$ cat src/rtl/spi3w_pkg.sv
// Package: shared types for the three-wire SPI master.
// Assumes: nothing beyond IEEE 1800-2017.
package spi3w_pkg;
    typedef enum logic [0:0] {
        ST_IDLE = 1'b0,
        ST_RUN  = 1'b1
    } spi3w_state_t;
endpackage

$ cat src/rtl/spi3w_fifo.sv
// Module: spi3w_fifo
// Synchronous queue with show-ahead read data and full/empty flags.
// Assumes: a push while full and a pop while empty are ignored.
module spi3w_fifo #(
    parameter int W     = 8,
    parameter int DEPTH = 4
) (
    input  logic         clk,
    input  logic         rst_n,
    input  logic         push,
    input  logic [W-1:0] wdata,
    input  logic         pop,
    output logic [W-1:0] rdata,
    output logic         full,
    output logic         empty
);
    localparam int AW = (DEPTH > 1) ? $clog2(DEPTH) : 1;
    localparam int CW = $clog2(DEPTH + 1);

    logic [W-1:0]  mem [DEPTH];
    logic [AW-1:0] wptr;
    logic [AW-1:0] rptr;
    logic [CW-1:0] count;
    logic          do_push;
    logic          do_pop;

    assign full    = (count == CW'(DEPTH));
    assign empty   = (count == '0);
    assign do_push = push && !full;
    assign do_pop  = pop && !empty;
    assign rdata   = mem[rptr];

    // Store an accepted entry at the write pointer.
    always_ff @(posedge clk) begin
        if (do_push) begin
            mem[wptr] <= wdata;
        end
    end

    // Advance pointers and keep the occupancy count.
    always_ff @(posedge clk) begin
        if (!rst_n) begin
            wptr  <= '0;
            rptr  <= '0;
            count <= '0;
        end else begin
            if (do_push) begin
                wptr <= (wptr == AW'(DEPTH - 1)) ? '0 : wptr + 1'b1;
            end
            if (do_pop) begin
                rptr <= (rptr == AW'(DEPTH - 1)) ? '0 : rptr + 1'b1;
            end
            if (do_push && !do_pop) begin
                count <= count + 1'b1;
            end else if (!do_push && do_pop) begin
                count <= count - 1'b1;
            end
        end
    end

    // occupancy never exceeds the depth.
    p_count_bound_r6: assert property (@(posedge clk) disable iff (!rst_n)
        count <= CW'(DEPTH));

    // an ignored push leaves the count unchanged.
    p_full_push_held_r6: assert property (@(posedge clk) disable iff (!rst_n)
        (full && push && !pop) |=> (count == CW'(DEPTH)));
endmodule

$ cat src/rtl/spi3w_halftimer.sv
// Module: spi3w_halftimer
// Counts out half periods of the serial clock. It captures the divider
// when a transfer is loaded, so a later change to the divider input
// cannot affect a running transfer.
// Assumes: load and run are never both high.
module spi3w_halftimer #(
    parameter int DIV_W = 8
) (
    input  logic             clk,
    input  logic             rst_n,
    input  logic             load,
    input  logic [DIV_W-1:0] load_val,
    input  logic             run,
    output logic             tick
);
    logic [DIV_W-1:0] div_q;
    logic [DIV_W-1:0] cnt;

    assign tick = run && (cnt == '0);

    // Latch the divider at load and count down each half period.
    always_ff @(posedge clk) begin
        if (!rst_n) begin
            div_q <= '0;
            cnt   <= '0;
        end else if (load) begin
            div_q <= load_val;
            cnt   <= load_val;
        end else if (tick) begin
            cnt <= div_q;
        end else if (run) begin
            cnt <= cnt - 1'b1;
        end
    end

    // the latched divider stays fixed while a transfer runs.
    p_div_held_r5: assert property (@(posedge clk) disable iff (!rst_n)
        (run && $past(run)) |-> $stable(div_q));
endmodule

$ cat src/rtl/spi3w_engine.sv
// Module: spi3w_engine
// Frame sequencer. A frame has 2*DATA_W+1 half periods. Phase 0 is the
// select-to-first-edge gap. Odd phases are clock high, even phases after 0
// are clock low, and the final low phase is the trailing gap before the
// select rises. Writes drive the pad and shift on falling edges. Reads
// release the pad and sample on rising edges.
// Assumes: the command source holds cmd_valid until cmd_take.
module spi3w_engine
    import spi3w_pkg::*;
#(
    parameter int DATA_W = 8,
    parameter int DIV_W  = 8
) (
    input  logic              clk,
    input  logic              rst_n,
    input  logic              cmd_valid,
    input  logic              cmd_rd,
    input  logic [DATA_W-1:0] cmd_data,
    input  logic              rx_full,
    input  logic [DIV_W-1:0]  div,
    output logic              cmd_take,
    output logic              rx_push,
    output logic [DATA_W-1:0] rx_byte,
    output logic              sck_o,
    output logic              ss_n_o,
    output logic              sio_o,
    output logic              sio_oe_o,
    input  logic              sio_i
);
    localparam int LAST_PH = 2 * DATA_W;
    localparam int PH_W    = $clog2(LAST_PH + 1);

    spi3w_state_t      st;
    logic [PH_W-1:0]   ph;
    logic              rd_q;
    logic [DATA_W-1:0] sh;
    logic              tick;
    logic              last_ph;

    assign last_ph  = (ph == PH_W'(LAST_PH));
    assign cmd_take = (st == ST_IDLE) && cmd_valid && (!cmd_rd || !rx_full);
    assign rx_push  = (st == ST_RUN) && tick && last_ph && rd_q;
    assign rx_byte  = sh;
    assign sio_o    = sio_oe_o && sh[DATA_W-1];

    spi3w_halftimer #(.DIV_W(DIV_W)) u_timer (
        .clk      (clk),
        .rst_n    (rst_n),
        .load     (cmd_take),
        .load_val (div),
        .run      (st == ST_RUN),
        .tick     (tick)
    );

    // Sequence a frame: select, clock phases, shifting, release.
    always_ff @(posedge clk) begin
        if (!rst_n) begin
            st       <= ST_IDLE;
            ph       <= '0;
            rd_q     <= 1'b0;
            sh       <= '0;
            sck_o    <= 1'b0;
            ss_n_o   <= 1'b1;
            sio_oe_o <= 1'b0;
        end else begin
            case (st)
                ST_IDLE: begin
                    if (cmd_take) begin
                        st       <= ST_RUN;
                        ph       <= '0;
                        rd_q     <= cmd_rd;
                        sh       <= cmd_rd ? '0 : cmd_data;
                        sck_o    <= 1'b0;
                        ss_n_o   <= 1'b0;
                        sio_oe_o <= !cmd_rd;
                    end
                end
                ST_RUN: begin
                    if (tick) begin
                        if (last_ph) begin
                            st       <= ST_IDLE;
                            ss_n_o   <= 1'b1;
                            sio_oe_o <= 1'b0;
                            sck_o    <= 1'b0;
                        end else begin
                            ph    <= ph + 1'b1;
                            sck_o <= !ph[0];
                            if (!ph[0] && rd_q) begin
                                sh <= {sh[DATA_W-2:0], sio_i};
                            end
                            if (ph[0] && !rd_q) begin
                                sh <= {sh[DATA_W-2:0], 1'b0};
                            end
                        end
                    end
                end
                default: st <= ST_IDLE;
            endcase
        end
    end

    // the clock idles low whenever the select is high.
    p_sck_idle_low_r4: assert property (@(posedge clk) disable iff (!rst_n)
        ss_n_o |-> !sck_o);

    // a rising clock edge only follows an already asserted select.
    p_select_before_edge_r4: assert property (@(posedge clk) disable iff (!rst_n)
        $rose(sck_o) |-> ($past(!ss_n_o) && !ss_n_o));

    // the pad is never driven while deselected.
    p_no_drive_idle_r3: assert property (@(posedge clk) disable iff (!rst_n)
        ss_n_o |-> !sio_oe_o);

    // outgoing data holds still through each clock high phase.
    p_data_stable_high_r2: assert property (@(posedge clk) disable iff (!rst_n)
        (sck_o && $past(sck_o)) |-> $stable(sio_o));

    // the output enable does not toggle inside a frame.
    p_oe_frame_const_r3: assert property (@(posedge clk) disable iff (!rst_n)
        (!ss_n_o && $past(!ss_n_o)) |-> $stable(sio_oe_o));
endmodule

$ cat src/rtl/spi3w_master.sv
// Module: spi3w_master (top)
// Three-wire half-duplex SPI master. A shared command queue orders writes
// and reads. A receive queue collects read bytes. The frame engine drives
// the serial clock, the select and the pad enable.
// Assumes: the pad is modelled as out/enable/in. A write wins over a read
// requested in the same cycle.
module spi3w_master #(
    parameter int DATA_W     = 8,
    parameter int DIV_W      = 8,
    parameter int FIFO_DEPTH = 4
) (
    input  logic              clk,
    input  logic              rst_n,
    input  logic [DIV_W-1:0]  div_i,
    input  logic [DATA_W-1:0] tx_data_i,
    input  logic              tx_push_i,
    input  logic              rd_req_i,
    output logic              tx_full_o,
    output logic              tx_empty_o,
    input  logic              rx_pop_i,
    output logic [DATA_W-1:0] rx_data_o,
    output logic              rx_full_o,
    output logic              rx_empty_o,
    output logic              sck_o,
    output logic              ss_n_o,
    output logic              sio_o,
    output logic              sio_oe_o,
    input  logic              sio_i
);
    localparam int CMD_W = DATA_W + 1;

    logic [CMD_W-1:0]  cmd_wdata;
    logic [CMD_W-1:0]  cmd_head;
    logic              cmd_push;
    logic              cmd_take;
    logic              rx_push;
    logic [DATA_W-1:0] rx_byte;

    assign cmd_push  = tx_push_i || rd_req_i;
    assign cmd_wdata = {!tx_push_i, tx_push_i ? tx_data_i : {DATA_W{1'b0}}};

    spi3w_fifo #(.W(CMD_W), .DEPTH(FIFO_DEPTH)) u_cmd_q (
        .clk   (clk),
        .rst_n (rst_n),
        .push  (cmd_push),
        .wdata (cmd_wdata),
        .pop   (cmd_take),
        .rdata (cmd_head),
        .full  (tx_full_o),
        .empty (tx_empty_o)
    );

    spi3w_engine #(.DATA_W(DATA_W), .DIV_W(DIV_W)) u_engine (
        .clk       (clk),
        .rst_n     (rst_n),
        .cmd_valid (!tx_empty_o),
        .cmd_rd    (cmd_head[DATA_W]),
        .cmd_data  (cmd_head[DATA_W-1:0]),
        .rx_full   (rx_full_o),
        .div       (div_i),
        .cmd_take  (cmd_take),
        .rx_push   (rx_push),
        .rx_byte   (rx_byte),
        .sck_o     (sck_o),
        .ss_n_o    (ss_n_o),
        .sio_o     (sio_o),
        .sio_oe_o  (sio_oe_o),
        .sio_i     (sio_i)
    );

    spi3w_fifo #(.W(DATA_W), .DEPTH(FIFO_DEPTH)) u_rx_q (
        .clk   (clk),
        .rst_n (rst_n),
        .push  (rx_push),
        .wdata (rx_byte),
        .pop   (rx_pop_i),
        .rdata (rx_data_o),
        .full  (rx_full_o),
        .empty (rx_empty_o)
    );

    // a received byte never arrives at a full receive queue.
    p_no_overflow_r7: assert property (@(posedge clk) disable iff (!rst_n)
        rx_push |-> !rx_full_o);

    // a read is never taken while the receive queue is full.
    p_read_stall_r7: assert property (@(posedge clk) disable iff (!rst_n)
        (cmd_take && cmd_head[DATA_W]) |-> !rx_full_o);
endmodule

$ cat config.mk
export PLATFORM = sky130hd
export DESIGN_NAME = spi3w_master
export DESIGN_NICKNAME = d
export VERILOG_FILES = /design/src/rtl/spi3w_pkg.sv /design/src/rtl/spi3w_fifo.sv /design/src/rtl/spi3w_halftimer.sv /design/src/rtl/spi3w_engine.sv /design/src/rtl/spi3w_master.sv
export SDC_FILE = /design/constraint.sdc
export NUM_CORES = 1
export LEC_CHECK = 0
export BUFFER_PORTS_ARGS = -buffer_cell sky130_fd_sc_hd__buf_2
export CORE_MARGIN = 3
export CORE_UTILIZATION = 35
export CTS_CLUSTER_DIAMETER = 100
export DETAILED_ROUTE_END_ITERATION = 10
export PLACE_DENSITY = 0.52
export SLEW_MARGIN = 20
export SYNTH_ARGS = -nofsm -noshare
export SYNTH_HDL_FRONTEND = slang
export SYNTH_HIERARCHICAL = 1
export SYNTH_SLANG_ARGS = --single-unit
export TNS_END_PERCENT = 30
$ cat constraint.sdc
create_clock -name clk -period 3.1 [get_ports clk]
set_input_delay 0.31 -clock clk [delete_from_list [all_inputs] [get_ports clk]]
set_output_delay 0.31 -clock clk [all_outputs]
set_load 0.02 [all_outputs]
==> results by group <==
STA
  – Final worst-path cycle share: 91.1%
  – Final setup TNS: 0 ns
  – Slew @ Worst Pin: 0.640 ns
  – Max Fclk: 0.354 GHz
  – Minimum clock period: 2.82 ns
  – Slew Limit Fails: 0
  – RSZ-0062 raised after global routing: false
  – Slew HR: 57.0%
  – Post-Route Skew: 0.0103 ns
  – Final worst slack: 0.276 ns
  – Final Hold Fails: 0
  – Final setup vio count: 0

Yosys
  – Avg Inst Size Synth: 12.9 µm²
  – EDFF count, synth: 68
  – Post-Synth Simple-Gate Area: 13.7%
  – Synth Instances: 413
  – Syn Std Cell Area: 0.00534 mm²
  – Synth warn: 6
  – Synth Flop Type: edfxtp_1
  – Sequential fraction of the synthesis area: 57.7%
  – Main combinational cell family by area after synthesis: simple AND/OR/NAND/NOR gates
  – Synthesized Nets: 453
  – Post-synthesis mux area share: 10.8%
  – Post-synth ARST share: 0%
  – Netlist cell types: 52
  – FF+latch count, synth: 120
  – Adder-cell share of the synthesized area: 4.50%
  – Xor/xnor share of the synthesized area: 1.15%
  – Compound-gate portion of the synthesized area: 9.23%

Die
  – Area of the core: 0.0148 mm²
  – Site row count: 44
  – Die Y: 130 µm
  – Chip Width: 130 µm
  – Starting density of the core: 36.2%
  – Ports: 38
  – Die ar.: 0.0168 mm²

GRT
  – First-pass GRT wire length: 16.7 mm
  – Initial antenna violation count: 0
  – Overall Global Routing Usage: 13.1%
  – Vias in the first global route: 3,308
  – GRT Residual Overflow: 0
  – Largest net degree at the start of global routing: 51

Detailed routing
  – DRT antenna net count: 0
  – WL final: 10.3 mm
  – Initial DRC count: 151
  – DR WL/cell: 15.6 µm
  – First-pass iteration count of the detailed router: 4
  – Total number of vias: 3,296
  – DRC violations left: 0
  – Vias per cell: 5.02

Critical path
  – Critical Path RT: 3.44 ns
  – Startpoint types: flop
  – Delay-heaviest family, CP: simple AND/OR/NAND/NOR gates
  – Crit-path cells: inv_1 > ha_1 > and4bb_4 > and2_2 > nand2_1 > nor2_1 > nor2b_2 > ha_1 > inv_1 > fa_1 > xor2_1 > or3_1 > a21boi_0
  – CP Capture Type: flop
  – Worst path bufs/invs: 2
  – Crit path largest cell delay: 0.39 ns
  – Arrival @ worst endpoint: 3.16 ns
  – CP max-delay cell: dfxtp_1
  – WS Path Type: flop to flop
  – Crit-path max FO: 8

Pwr
  – Tot Pwr: 6430 µW
  – Static Leak: 0.00240 µW
  – Max VDD drop: 0.000444 V
  – Pwr dens: 1010 mW/mm²

Placed design
  – DP Wirelength: 6.97 mm
  – Pre-CTS setup slack: 0.219 ns
  – PortBufs: 37
  – Final GP Congestion: 0.776

Flow run
  – Max-Cap Viols: 0

Status
  – Status: complete, no violations

Cells and area
  – Final core occ: 43.2%
  – Most frequent cells in the layout: edfxtp_1, dfxtp_1, buf_2, nand2_1, o21ai_0
  – Synthesis-to-layout area growth: 19.4%
  – Layout cells sized above 1: 24.1%
  – ANT cells: 0
  – Commonest non-fill, non-tap cell in the layout: edfxtp_1
  – Final #Nets: 500
  – Filler cells: 1,355

Clock network
  – Bufs on Longest Clock Path: 2
  – Root buf cell: clkbuf_16
  – TritonCTS clock tree: built
  – Skew-Pair Late Insertion Delay: 0.42 ns
  – Clk slew on worst S/H paths: 0.06 ns
  – Clock sinks: 120
  – # H-tree levels: 4
  – TritonCTS Buffers: 17

Hold path
  – HP Class: primary input to flop
[layer usage]
metal | wire, µm | track usage, %
met1 | 4930 | 17.0
met2 | 4800 | 20.1
met3 | 378 | 4.53
met4 | 156 | 5.56
met5 | 0 | 0
[repair_timing]
action	in CTS	in global routing
endpoints found under the setup margin	0	2
resized for setup	0	3
hold buffers	0	0
setup buffers	0	0
[synthesized netlist by cell type (12+ instances only)]
master	instances	share of area, %
nor2b_1	14	1.6
inv_1	18	1.3
and2_1	12	1.4
ha_1	16	3.7
edfxtp_1	68	38
nor2_1	12	0.84
mux4_2	17	7.2
mux2i_1	18	3.4
dfxtp_1	52	19
nand2_1	34	2.4
o21ai_0	29	2.7
[cell families after synthesis]
logic type,Yosys count
simple gates,124
buf+inv,37
compound gates,71
mux,36
fa+ha+maj,18
xor+xnor,7
flops,120
[final cells by class]
| type | count | area (µm²) | area share, % |
|---|---|---|---|
| timing repair buffer | 47 | 260 | 4.08 |
| sequential | 120 | 3080 | 48.3 |
| inverter | 18 | 67.6 | 1.06 |
| clock inverter | 10 | 174 | 2.73 |
| tap | 184 | 230 | 3.61 |
| multi-input combinational | 256 | 2110 | 33.1 |
| clock buffer | 22 | 454 | 7.12 |
[where the power goes]
| part | internal (µW) | switching [µW] |
|---|---|---|
| Sequential | 2040 | 289 |
| Combinational | 910 | 1100 |
| Clock | 1440 | 652 |
| Total | 4390 | 2040 |
[worst min-delay path, stage by stage]
cell     delay (ns)
buf_2          0.09
nand3_1        0.06
o21ai_0        0.07
[flip-flops by register name, summed over array words and instances, names as in the netlist, named ones only]
name	count
u_engine/u_timer/div_q	8
u_engine/u_timer/cnt	8
u_rx_q/count	3
u_cmd_q/wptr	2
u_engine/sck_o	1
u_engine/ss_n_o	1
u_rx_q/rptr	2
u_engine/rx_byte	8
u_engine/ph	5
u_rx_q/mem	32
u_cmd_q/count	3
u_engine/rd_q	1
u_engine/sio_oe_o	1
u_cmd_q/rptr	2
u_rx_q/wptr	2
u_cmd_q/mem	36
u_engine/st	1
[path summary, 6_finish.rpt]
| check | from | end | slack [ns] | cells after the start |
|---|---|---|---|---|
| setup reg to reg | u_engine/ph[0]$_SDFFE_PN0P_ | u_rx_q/count[2]$_SDFFE_PN0P_ | 0.28 | 13 |
| hold reg to reg | u_engine/sck_o$_SDFFE_PN0P_ | u_engine/sck_o$_SDFFE_PN0P_ | 0.45 | 2 |
| setup / recovery | u_engine/ph[0]$_SDFFE_PN0P_ | u_rx_q/count[2]$_SDFFE_PN0P_ | 0.28 | 13 |
| hold / removal | div_i[7] | u_engine/u_timer/cnt[7]$_SDFFE_PN0P_ | 0.15 | 3 |
[metrics by stage]
step	area, µm²	instances	hold WS, ns
5_1_grt	6380	657	0.146
3_5_place_dp	5740	625	0.451
6_report	6380	657	0.149
4_1_cts	6370	657	0.132
3_3_place_gp	5740	625	0.446
2_1_floorplan	5340	413	0.440
Note: power is estimated with default switching activity, not from simulation.
